==> src/rtl/sdiv_pkg.sv <==
package sdiv_pkg;
  localparam int unsigned OFF_DVSR = 'h100;
  localparam int unsigned OFF_DVND = 'h104;
  localparam int unsigned OFF_NHI  = 'h110;
  localparam int unsigned OFF_NLO  = 'h114;
  localparam int unsigned OFF_RMIR = 'h118;
  localparam int unsigned OFF_QMIR = 'h11C;

  typedef enum logic {MODE_W32 = 1'b0, MODE_W64 = 1'b1} div_mode_e;
endpackage

==> src/rtl/sdiv_core.sv <==
// Unsigned restoring divider, one quotient bit per clock.
module sdiv_core #(
  parameter int unsigned DW = 32
) (
  input  logic            clk_i,
  input  logic            rst_ni,
  input  logic            start_i,
  input  logic [2*DW-1:0] num_i,
  input  logic [DW-1:0]   den_i,
  output logic            busy_o,
  output logic            done_o,
  output logic [2*DW-1:0] quo_o,
  output logic [DW-1:0]   rem_o
);
  localparam int unsigned NW = 2 * DW;
  localparam int unsigned CW = $clog2(NW);

  logic [NW-1:0] quo_q;
  logic [DW-1:0] rem_q, den_q;
  logic [CW-1:0] cnt_q;
  logic          busy_q, done_q;
  logic [DW:0]   shift_w, diff_w;
  logic          ge_w;

  assign shift_w = {rem_q, quo_q[NW-1]};
  assign diff_w  = shift_w - {1'b0, den_q};
  assign ge_w    = shift_w >= {1'b0, den_q};

  always_ff @(posedge clk_i or negedge rst_ni) begin
    if (!rst_ni) begin
      quo_q  <= '0;
      rem_q  <= '0;
      den_q  <= '0;
      cnt_q  <= '0;
      busy_q <= 1'b0;
      done_q <= 1'b0;
    end else if (start_i) begin
      quo_q  <= num_i;
      rem_q  <= '0;
      den_q  <= den_i;
      cnt_q  <= '0;
      busy_q <= 1'b1;
      done_q <= 1'b0;
    end else if (busy_q) begin
      quo_q <= {quo_q[NW-2:0], ge_w};
      rem_q <= ge_w ? diff_w[DW-1:0] : shift_w[DW-1:0];
      cnt_q <= cnt_q + 1'b1;
      if (cnt_q == CW'(NW - 1)) begin
        busy_q <= 1'b0;
        done_q <= 1'b1;
      end
    end else begin
      done_q <= 1'b0;
    end
  end

  assign busy_o = busy_q;
  assign done_o = done_q;
  assign quo_o  = quo_q;
  assign rem_o  = rem_q;
endmodule

==> src/rtl/sdiv_fix.sv <==
// Sign restore, 64/32 saturation, zero-divisor clearing.
module sdiv_fix #(
  parameter int unsigned DW = 32
) (
  input  logic [2*DW-1:0] q_mag_i,
  input  logic [DW-1:0]   r_mag_i,
  input  logic            q_neg_i,
  input  logic            r_neg_i,
  input  logic            wide_i,
  input  logic            dz_i,
  output logic [DW-1:0]   q_o,
  output logic [DW-1:0]   r_o
);
  localparam int unsigned NW = 2 * DW;

  logic [NW-1:0]    q_sgn;
  logic [NW-DW:0]   q_top;
  logic             ovf;
  logic [DW-1:0]    q_sat;

  assign q_sgn = q_neg_i ? (~q_mag_i + 1'b1) : q_mag_i;
  assign q_top = q_sgn[NW-1:DW-1];
  assign ovf   = wide_i && !((&q_top) || (~|q_top));
  assign q_sat = q_neg_i ? {1'b1, {(DW-1){1'b0}}} : {1'b0, {(DW-1){1'b1}}};

  always_comb begin
    if (dz_i) begin
      q_o = '0;
      r_o = '0;
    end else begin
      q_o = ovf ? q_sat : q_sgn[DW-1:0];
      r_o = r_neg_i ? (~r_mag_i + 1'b1) : r_mag_i;
    end
  end
endmodule

==> src/rtl/sdiv_mmio.sv <==
module sdiv_mmio
  import sdiv_pkg::*;
#(
  parameter int unsigned DW = 32,
  parameter int unsigned AW = 9
) (
  input  logic          clk_i,
  input  logic          rst_ni,
  input  logic          we_i,
  input  logic [AW-1:0] addr_i,
  input  logic [DW-1:0] wdata_i,
  output logic [DW-1:0] rdata_o,
  output logic          busy_o
);
  localparam int unsigned NW = 2 * DW;

  logic [DW-1:0] dvsr_q, dvnd_q, nhi_q, nlo_q, rmir_q, qmir_q;
  logic [AW-1:0] addr_w;
  logic          wr_ok, wr_dvsr, wr_dvnd, wr_nhi, wr_nlo, wr_rmir, wr_qmir, start_w;
  logic [NW-1:0] num_w, num_mag;
  logic [DW-1:0] den_mag;
  div_mode_e     mode_q;
  logic          qneg_q, rneg_q, dz_q;
  logic          core_busy, core_done;
  logic [NW-1:0] q_mag;
  logic [DW-1:0] r_mag, q_res, r_res;

  assign addr_w  = {addr_i[AW-1:2], 2'b00};
  assign wr_ok   = we_i && !busy_o;
  assign wr_dvsr = wr_ok && (addr_w == AW'(OFF_DVSR));
  assign wr_dvnd = wr_ok && (addr_w == AW'(OFF_DVND));
  assign wr_nhi  = wr_ok && (addr_w == AW'(OFF_NHI));
  assign wr_nlo  = wr_ok && (addr_w == AW'(OFF_NLO));
  assign wr_rmir = wr_ok && (addr_w == AW'(OFF_RMIR));
  assign wr_qmir = wr_ok && (addr_w == AW'(OFF_QMIR));
  assign start_w = wr_dvnd || wr_nlo;

  assign num_w   = wr_nlo ? {nhi_q, wdata_i} : {{DW{wdata_i[DW-1]}}, wdata_i};
  assign num_mag = num_w[NW-1] ? (~num_w + 1'b1) : num_w;
  assign den_mag = dvsr_q[DW-1] ? (~dvsr_q + 1'b1) : dvsr_q;

  always_ff @(posedge clk_i or negedge rst_ni) begin
    if (!rst_ni) begin
      mode_q <= MODE_W32;
      qneg_q <= 1'b0;
      rneg_q <= 1'b0;
      dz_q   <= 1'b0;
    end else if (start_w) begin
      mode_q <= wr_nlo ? MODE_W64 : MODE_W32;
      qneg_q <= num_w[NW-1] ^ dvsr_q[DW-1];
      rneg_q <= num_w[NW-1];
      dz_q   <= (dvsr_q == '0);
    end
  end

  sdiv_core #(.DW(DW)) u_core (
    .clk_i  (clk_i),
    .rst_ni (rst_ni),
    .start_i(start_w),
    .num_i  (num_mag),
    .den_i  (den_mag),
    .busy_o (core_busy),
    .done_o (core_done),
    .quo_o  (q_mag),
    .rem_o  (r_mag)
  );

  sdiv_fix #(.DW(DW)) u_fix (
    .q_mag_i(q_mag),
    .r_mag_i(r_mag),
    .q_neg_i(qneg_q),
    .r_neg_i(rneg_q),
    .wide_i (mode_q == MODE_W64),
    .dz_i   (dz_q),
    .q_o    (q_res),
    .r_o    (r_res)
  );

  assign busy_o = core_busy || core_done;

  always_ff @(posedge clk_i or negedge rst_ni) begin
    if (!rst_ni) begin
      dvsr_q <= '0;
      dvnd_q <= '0;
      nhi_q  <= '0;
      nlo_q  <= '0;
      rmir_q <= '0;
      qmir_q <= '0;
    end else if (core_done) begin
      nhi_q  <= r_res;
      nlo_q  <= q_res;
      rmir_q <= r_res;
      qmir_q <= q_res;
      if (mode_q == MODE_W32 && !dz_q) dvnd_q <= q_res;
    end else begin
      if (wr_dvsr) dvsr_q <= wdata_i;
      if (wr_dvnd) dvnd_q <= wdata_i;
      if (wr_nhi)  nhi_q  <= wdata_i;
      if (wr_nlo)  nlo_q  <= wdata_i;
      if (wr_rmir) rmir_q <= wdata_i;
      if (wr_qmir) qmir_q <= wdata_i;
    end
  end

  always_comb begin
    rdata_o = '0;
    if      (addr_w == AW'(OFF_DVSR)) rdata_o = dvsr_q;
    else if (addr_w == AW'(OFF_DVND)) rdata_o = dvnd_q;
    else if (addr_w == AW'(OFF_NHI))  rdata_o = nhi_q;
    else if (addr_w == AW'(OFF_NLO))  rdata_o = nlo_q;
    else if (addr_w == AW'(OFF_RMIR)) rdata_o = rmir_q;
    else if (addr_w == AW'(OFF_QMIR)) rdata_o = qmir_q;
  end
endmodule

==> config.mk <==
export PLATFORM = sky130hd
export DESIGN_NAME = sdiv_mmio
export DESIGN_NICKNAME = d
export VERILOG_FILES = /design/src/rtl/sdiv_pkg.sv /design/src/rtl/sdiv_core.sv /design/src/rtl/sdiv_fix.sv /design/src/rtl/sdiv_mmio.sv
export SDC_FILE = /design/constraint.sdc
export NUM_CORES = 1
export LEC_CHECK = 0
export BUFFER_PORTS_ARGS = -buffer_cell sky130_fd_sc_hd__buf_2
export CAP_MARGIN = 30
export CELL_PAD_IN_SITES_DETAIL_PLACEMENT = 1
export CELL_PAD_IN_SITES_GLOBAL_PLACEMENT = 1
export CORE_AREA = 2 2 222 224
export CTS_BUF_LIST = sky130_fd_sc_hd__clkbuf_4
export DETAILED_ROUTE_END_ITERATION = 7
export DIE_AREA = 0 0 224 226
export GPL_TIMING_DRIVEN = 1
export PLACE_DENSITY_LB_ADDON = 0.15
export SLEW_MARGIN = 20
export SYNTH_ARGS = -nofsm -noshare
export SYNTH_HDL_FRONTEND = slang
export SYNTH_SLANG_ARGS = --single-unit
==> constraint.sdc <==
create_clock -name clk_i -period 3.9 [get_ports clk_i]
set_clock_uncertainty 0.1 [all_clocks]
set_input_delay 0.78 -clock clk_i [delete_from_list [all_inputs] [get_ports clk_i]]
set_output_delay 0.78 -clock clk_i [all_outputs]
set_load 0.01 [all_outputs]
Word-level counts from Yosys, hierarchy flattened:

Cells that the tools add are included.

* output and inout bits: 33
* bits in registers: 332
* word-level logic and storage cells: 106
* input bits: 44

* add/subtract/negate cells: 6
* bitwise operators: 7
* eq/ne operators: 9
* reductions and logical operators: 27
* order comparisons: 1
* muxes and demuxes: 40

Operators by type and width (number)
* two-way mux 32 bit: 26
* two-way mux 64 bit: 5
* adder 64 x 1 -> 64 bit, second input constant: 2
* NOT 64 bit: 2
* adder 32 x 1 -> 32 bit, second input constant: 2
* NOT 32 bit: 2
* equality test 7 bit, second input constant: 6
* >= comparator 33 x 32 -> 1 bit: 1
* AND reduction 33 bit: 1
* OR reduction 33 bit: 1
* zero test 32 bit: 1
* subtractor 32 bit: 1
* two-way mux 6 bit: 2
* nonzero test 2 bit: 6
* logical AND 1 bit: 9
* two-way mux 1 bit: 7
* adder 6 x 1 -> 6 bit, second input constant: 1
* equality test 6 bit, second input constant: 1
* zero test 1 bit: 4
* AND reduction 2 bit: 2
* logical OR 1 bit: 3
* != test 3 bit, second input constant: 1
* != test 2 bit, second input constant: 1
* NOT 1 bit: 2
* bitwise XOR 1 bit: 1

Longest topological paths before layout:

Gate-level depths: netlist (run 1).

* word-level depth: 12
* gate-level depth with buffers: 16

Cells and area by module:

From an unflattened synthesis (run 1), not the netlist that was laid out.

* cells, all modules: 2775
* area total of the unflattened synthesis: 23697.7 µm²

By module, submodules not included
* sdiv_mmio: area each 11951.5 µm², cells an instance 1296, seq. area each 4904.7 µm², times used 1
* sdiv_core: area each 7998.9 µm², cells an instance 898, seq. area each 3403.3 µm², times used 1
* sdiv_fix: area each 3747.3 µm², cells an instance 581, seq. area each 0.0 µm², times used 1

Worst setup path before layout (run 1):

Ideal clock, no wire load.

* kind: register to register
* start point: reg u_core.quo_q[0] (netlist: u_core.quo_o[0])
* end point: reg qmir_q[21]
* arrival time: 3.748 ns
* slack: -0.030 ns
* stages on the path, launching flop included: 17
* period minus slack after synthesis: 3.930 ns
* cells stage by stage: dfrtp_1 -> inv_1 -> ha_1 -> nor3b_2 -> nand3_2 -> or4_4 -> o31ai_1 -> xor2_1 -> nor4_1 -> nand4_1 -> o41ai_2 -> nor2_1 -> buf_4 -> a21oi_4 -> buf_6 -> o221ai_2 -> a31oi_1

* word-level cells in the longest chain between the ends: 11

Ends and longest elaborated chain
* from (decl): RTL line sdiv_core.sv:18 `logic [NW-1:0] quo_q;`
* from (signal assigned): RTL line sdiv_core.sv:38 `quo_q <= num_i;`
* from (signal assigned): RTL line sdiv_core.sv:45 `quo_q <= {quo_q[NW-2:0], ge_w};`
* NOT 64 bit (*): RTL line sdiv_fix.sv:21 `assign q_sgn = q_neg_i ? (~q_mag_i + 1'b1) : q_mag_i;`
* adder 64 x 1 -> 64 bit (*): RTL line sdiv_fix.sv:21
* two-way mux 64 bit (*): RTL line sdiv_fix.sv:21
* OR reduction 33 bit: RTL line sdiv_fix.sv:23 `assign ovf = wide_i && !((&q_top) || (~|q_top));`
* zero test 1 bit: RTL line sdiv_fix.sv:23
* logical OR 1 bit: RTL line sdiv_fix.sv:23
* zero test 1 bit: RTL line sdiv_fix.sv:23
* logical AND 1 bit: RTL line sdiv_fix.sv:23
* two-way mux 32 bit (*): RTL line sdiv_fix.sv:31 `q_o = ovf ? q_sat : q_sgn[DW-1:0];`
* two-way mux 32 bit (*): RTL line sdiv_fix.sv:27 `if (dz_i) begin`
* two-way mux 32 bit (*): RTL line sdiv_mmio.sv:89 `end else if (core_done) begin`
* to (signal assigned): RTL line sdiv_mmio.sv:93 `qmir_q <= q_res;`
* to (signal assigned): RTL line sdiv_mmio.sv:101 `if (wr_qmir) qmir_q <= wdata_i;`
* to (decl): RTL line sdiv_mmio.sv:17 `logic [DW-1:0] dvsr_q, dvnd_q, nhi_q, nlo_q, rmir_q, qmir_q;`

Mark *: on every way between the ends. The rest lies on a longest branch, timed or not.
A chain may end at the register's enable or synchronous reset.

Worst setup path after layout (run 1):

* start point: reg u_core.quo_q[24] (netlist: u_core.quo_o[24])
* end point: reg nlo_q[20]

* word-level cells in the longest chain between the ends: 11

Ends and longest elaborated chain
* NOT 64 bit (*): RTL line sdiv_fix.sv:21
* adder 64 x 1 -> 64 bit (*): RTL line sdiv_fix.sv:21
* two-way mux 64 bit (*): RTL line sdiv_fix.sv:21
* OR reduction 33 bit: RTL line sdiv_fix.sv:23
* zero test 1 bit: RTL line sdiv_fix.sv:23
* logical OR 1 bit (*): RTL line sdiv_fix.sv:23
* zero test 1 bit (*): RTL line sdiv_fix.sv:23
* logical AND 1 bit (*): RTL line sdiv_fix.sv:23
* two-way mux 32 bit (*): RTL line sdiv_fix.sv:31
* two-way mux 32 bit (*): RTL line sdiv_fix.sv:27
* two-way mux 32 bit (*): RTL line sdiv_mmio.sv:89
* to (signal assigned): RTL line sdiv_mmio.sv:91 `nlo_q <= q_res;`
* to (signal assigned): RTL line sdiv_mmio.sv:99 `if (wr_nlo) nlo_q <= wdata_i;`
* to (decl): RTL line sdiv_mmio.sv:17

Marks and branches as above.

==> results of run 1 <==
==> worst paths after layout <==
check,from,endpoint,depth (start not counted)
setup / recovery,u_core.quo_o[24]$_DFFE_PN0P_,nlo_q[20]$_DFFE_PN0P_,18
setup reg to reg,u_core.quo_o[24]$_DFFE_PN0P_,nlo_q[20]$_DFFE_PN0P_,18
min in group asynchronous,rst_ni,u_core.quo_o[18]$_DFFE_PN0P_,2
max in group asynchronous,rst_ni,u_core.den_q[10]$_DFFE_PN0N_,3
hold / removal,wdata_i[5],dvsr_q[5]$_DFFE_PN0P_,2
hold reg to reg,u_core.den_q[17]$_DFFE_PN0N_,u_core.den_q[17]$_DFFE_PN0N_,2
==> cell usage in the layout, fill, tap and decap left out, types with 23 or more instances in the layout <==
master and n:
or3_1 29, nand2_1 368, mux4_2 32, nand2b_1 49, o31ai_1 29, a22oi_1 33
o21bai_1 24, ha_1 31, buf_4 358, mux2i_1 54, inv_1 55, buf_2 73
nor3_1 35, a31oi_1 41, clkbuf_4 142, xor2_1 141, or4_1 23, a21oi_1 80
xnor2_1 65, o221ai_1 67, mux2_2 89, dfrtp_1 328, o21ai_0 122, clkinv_1 27
a21o_1 25, nor2_1 135, o21ai_1 23
==> what timing repair did <==
action	CTS	global route
buffers inserted	9	24
endpoints found under the hold margin	79	0
setup endpoints to repair	130	135
cloned	0	3
hold buffers	1	0
pin swaps	26	58
gates resized for setup	94	147
==> state kept, by name (all words and copies together) (netlist names) <==
signal         flops
dvnd_q            32
dvsr_q            32
dz_q               1
mode_q             1
nhi_q             32
nlo_q             32
qmir_q            32
qneg_q             1
rmir_q            32
rneg_q             1
u_core.busy_o      1
u_core.cnt_q       6
u_core.den_q      32
u_core.done_o      1
u_core.quo_o      64
u_core.rem_o      32
==> power breakdown <==
part	leakage [nW]	switching [W]	internal (W)
logic	7.49	0.00514	0.00427
registers	3.85	0.000811	0.00412
clock network	0.743	0.00167	0.00180
total	12.1	0.00762	0.0102
==> critical path: cells and delay by family (launching register included) <==
family | cells | cell delay, ps
AO/OA/AOI/OAI | 5 | 1320
AND/OR/NAND/NOR | 6 | 1250
buffers and inverters | 6 | 910
flip-flops | 1 | 400
XOR/XNOR | 1 | 180
==> cell families after synthesis <==
logic type,count (synthesis)
adder cells (fa/ha/maj),38
AND/OR/NAND/NOR,821
XOR/XNOR,212
multiplexers,179
flip-flops,332
AO/OA/AOI/OAI,601
buffers and inverters,240
==> final cells by class <==
cell class              instances  area (um2)  share of cell area
clock inverters                33         185             0.00659
repair buffers                473        3730               0.133
clock buffers                 142        1070              0.0380
well taps                     622         778              0.0277
flip-flops and latches        332        8320               0.296
inverters                      57         214             0.00762
diodes                          4        10.0            0.000356
multi-input cells            1852       13800               0.491
==> per-layer routing <==
layer / global-route usage / up-vias / wire length [um]
met3: 0.0652 / 251 / 5690
met2: 0.588 / 791 / 43000
met4: 0.184 / 2 / 4840
li1: - / 9646 / -
met5: 0 / - / 13
met1: 0.436 / 11000 / 35900
==> metrics by stage <==
stage | utilization | std cells
after CTS | 0.562 | 3484
after detailed placement | 0.525 | 3299
final | 0.581 | 3515
after floorplan | - | 2423
after global placement | 0.525 | 3299
after global routing | 0.581 | 3513
==> impl_metrics.yaml, run 1 <==
status:
  status: "finished, violations left"
  violations: "negative setup slack"
synthesis:
  ys.flop_type: "dfrtp_1"
  ys_seq_area_frac: 0.379
  synth_compound_area_frac: 0.186
  synthMuxAreaShare: 0.105
  synth_edf_count: 0
  syn_nets: 2505
  synth_adder_area_share: 0.0221
  mappedNetlistArea_mm2: 0.0219
  synth_seq_cells: 332
  synthSimpleGateAreaFrac: 0.180
  syn_area_per_cell_um2: 9.04
  yosysTopAreaCell: "dfrtp_1"
  synthXorXnorAreaFrac: 0.0848
  synthTopCellsByArea: "dfrtp_1, nand2_1, xor2_1, mux2_2, o21ai_0"
  async_flop_share: 1.00
  ys_warn_count: 0
  syn_inst: 2423
  synth_commonest_cells: "nand2_1, dfrtp_1, o21ai_0"
  synth_top_family_by_area: "compound AO/OA/AOI/OAI gates"
  ys_types: 78
  synth_most_common_cell: "nand2_1"
  synth_top_area_share: 0.379
timing:
  setup_ws_ps: -418
  fmax_ghz: 0.232
  hold_ws_ps: 173
  rsz0062_at_grt: "true"
  finalCriticalPeriod_ps: 4320
  hold_violations: 0
  final-max-slew-violation-count: 0
  tns_ps: -19300
  relSlewSlack: 0.291
  period_share: 1.11
  setup_viol_count_final: 85
  worst_pin_slew_ps: 1060
setup_path:
  slowest_stage: "dfrtp_1"
  path_cells: "buf_6 > nor4_4 > buf_4 > and4b_1 > nand4_2 > buf_6 > o41ai_4 > xnor2_2 > nand4_1 > a2111oi_4 > and3_4 > buf_6 > nor2_4 > buf_6 > o21ai_1 > a221oi_2 > buf_4 > o22ai_1"
  crit_type: "reg2reg"
  crit_path_max_incr_delay_ps: 400
  cp-end-kind: "register"
  worstPathMaxFanout: 5
  cpMostUsedCell: "buf_6"
  startpoint_type: "register"
  worstPathRequired_ps: 4540
  reg2reg_slack_ps: -420
  cp.arrival_ps: 4960
power_and_ir_drop:
  p_leak_nw: 12.1
  ir_worst_vdd_uv: 284
  pwr_density_cell_mw_per_mm2: 634
  total_power_w: 0.0178
clocking:
  root_buffer: "clkbuf_4"
  clkLatencyLatePin_ps: 880
  clock_sinks: 332
  tritoncts: "done"
  numCtsBuffers: 96
  cts_max_path_buffers: 3
  htree_levels: 3
  path_clk_slew_ps: 70
final_layout:
  fin_nets: 2894
  drive_above_1_share: 0.320
  syn_to_final_growth_pct: 28.3
  fin_area_mm2: 0.0281
  fill_cells: 5472
placed_design:
  placed_cell_area_mm2: 0.0254
  port_buffers: 74
  routabilityCongestion: 0.923
  dpl.hpwl_um: 63900
  post-place-ws_ps: -696
detailed_routing:
  first_pass_iters: 6
  drtAntennaViolNets: 0
  drt_iter0_drc: 1601
  vias: 21700
  wl_um: 89400
  wl_per_cell_um: 25.4
  drc: 0
  vias_per_cell: 6.18
die:
  fp.dieW_um: 224
  num_io_pins: 77
  die_y_um: 226
  num_rows: 81
  core-area_mm2: 0.0483
  start_util: 0.453
  dieArea_mm2: 0.0506
hold_path:
  min_path_type: "in2reg"
global_routing:
  grt_pass1_vias: 22900
  grt_start_max_net_pins: 183
  grtUsageTotal: 0.352
  grt_first_pass_wirelength_um: 136000
  antenna_found_initial: 5
  grt_overflow: 0
flow_run:
  cap_viol_max_count: 0
Power figures use the tool's default switching activity.
==> run 2: changes to the inputs <==
RECOVER_POWER = 50   (was unset)
==> run 2 against run 1 <==
- the flow finishes with violations (max-capacitance violations, max-slew violations, negative setup slack)
- maximum frequency decreased by 0.12%
- wire length about the same
- combinational power about the same
- flip-flop and latch count unchanged
- critical path depth unchanged
- power about the same
- critical endpoint unchanged
- first-iteration DRC count decreased by 0.44%
==> impl_metrics.yaml, run 2 (synthesized netlist as in run 1, its figures left out) <==
timing:
  hold_violations: 0
  fmax_ghz: 0.231
  setup_ws_ps: -423
  worst_pin_slew_ps: 2270
  final-max-slew-violation-count: 267
  period_share: 1.11
  setup_viol_count_final: 85
  relSlewSlack: -0.515
  tns_ps: -20090
  hold_ws_ps: 180
  rsz0062_at_grt: "true"
  finalCriticalPeriod_ps: 4320
final_layout:
  fin_nets: 2894
  mostFrequentLayoutCell: "nand2_1"
  layout_common_cells: "nand2_1, buf_4, dfrtp_1, clkbuf_4, xor2_1"
  drive_above_1_share: 0.320
  layout.cells.non_filler: 3515
  syn_to_final_growth_pct: 28.0
  largest_reg_flops: 64
  fill_cells: 5477
die:
  num_rows: 81
  dieArea_mm2: 0.0506
  core-area_mm2: 0.0483
  start_util: 0.453
  fp.dieW_um: 224
  num_io_pins: 77
  die_y_um: 226
setup_path:
  cp-end-kind: "register"
  worstPathRequired_ps: 4540
  path_cells: "buf_6 > nor4_4 > buf_4 > and4b_1 > nand4_2 > buf_6 > o41ai_4 > xnor2_2 > nand4_1 > a2111oi_4 > and3_4 > buf_6 > nor2_4 > buf_6 > o21ai_1 > a221oi_2 > buf_4 > o22ai_1"
  cpMostUsedCell: "buf_6"
  worstPathMaxFanout: 5
  r2r_cells: 18
  startpoint_type: "register"
  crit_path_max_incr_delay_ps: 400
  crit_type: "reg2reg"
  slowest_stage: "dfrtp_1"
  cp.arrival_ps: 4960
detailed_routing:
  vias: 21800
  drc: 0
  drt_iter0_drc: 1594
  vias_per_cell: 6.19
  first_pass_iters: 6
  drtAntennaViolNets: 0
  wl_per_cell_um: 25.5
  wl_um: 89500
clocking:
  path_clk_slew_ps: 70
  clock_sinks: 332
  cts_max_path_buffers: 3
  numCtsBuffers: 96
  tritoncts: "done"
  root_buffer: "clkbuf_4"
  htree_levels: 3
  clkLatencyLatePin_ps: 880
placed_design:
  post-place-ws_ps: -696
  routabilityCongestion: 0.923
  port_buffers: 74
  dpl.hpwl_um: 63900
  numPlacedInstances: 3299
status:
  status: "finished, violations left"
  violations: "max-capacitance violations, max-slew violations, negative setup slack"
global_routing:
  antenna_found_initial: 5
  grt_first_pass_wirelength_um: 136000
  grt_pass1_vias: 22900
  grt_overflow: 0
  grt_start_max_net_pins: 183
  grtUsageTotal: 0.352
flow_run:
  cap_viol_max_count: 2
power_and_ir_drop:
  pwr_density_cell_mw_per_mm2: 636
  total_power_w: 0.0178
  p_leak_nw: 12.1
  ir_worst_vdd_uv: 286
hold_path:
  hold_path_depth: 2
  min_path_type: "in2reg"
-- run 2: final cells by class --
type	instances	area, um2	share of cell area
clock inverter	33	185	0.00661
antenna	4	10.0	0.000357
clock buffer	142	1070	0.0380
timing repair buffer	473	3660	0.131
sequential	332	8320	0.297
inverter	57	214	0.00763
tap	622	778	0.0278
multi-input combinational	1852	13800	0.492
-- run 2: power breakdown --
part           internal, W  switching (W)
combinational      0.00427        0.00514
sequential         0.00412       0.000811
clock              0.00180        0.00167
-- run 2: path summary, 6_finish.rpt --
path                                                    from  slack, ps                      endpoint
min in group asynchronous                             rst_ni       1050  u_core.quo_o[18]$_DFFE_PN0P_
max in group asynchronous                             rst_ni        340            qneg_q$_DFFE_PN0N_
worst max register to register  u_core.quo_o[24]$_DFFE_PN0P_       -420         nlo_q[20]$_DFFE_PN0P_
worst min register to register  u_core.den_q[17]$_DFFE_PN0N_        390  u_core.den_q[17]$_DFFE_PN0N_
worst min-delay path                              wdata_i[5]        180         dvsr_q[5]$_DFFE_PN0P_
worst max-delay path            u_core.quo_o[24]$_DFFE_PN0P_       -420         nlo_q[20]$_DFFE_PN0P_
-- run 2: what timing repair did --
item                       CTS  global route
setup buffers                9            24
resized for setup           94           147
gates cloned                 0             3
hold endpoints to repair    79             0
setup endpoints to repair  130           135
pin swaps                   26            58
hold buffers                 1             0
-- run 2: through the flow --
stage	area (um2)	utilization
2_1_floorplan	21900	-
3_3_place_gp	25400	0.525
3_5_place_dp	25400	0.525
4_1_cts	27200	0.562
5_1_grt	28000	0.580
6_report	28000	0.580
-- run 2: per-layer routing --
| metal | wire length [um] | share of wire | up-vias | global-route usage |
|---|---|---|---|---|
| met5 | 13 | 0.00015 | - | 0 |
| met1 | 36300 | 0.41 | 11100 | 0.436 |
| met4 | 4900 | 0.055 | 2 | 0.184 |
| li1 | - | - | 9636 | - |
| met2 | 42900 | 0.48 | 770 | 0.588 |
| met3 | 5430 | 0.061 | 251 | 0.0652 |
-- run 2: worst max-delay path, delay by kind of cell (launching register included) --
family                    cells  cell delay, ps
AOI/OAI and AO/OA             5            1320
and+or+nand+nor               6            1260
buffers and inverters         6             910
DFF                           1             400
xor gates and xnor gates      1             180
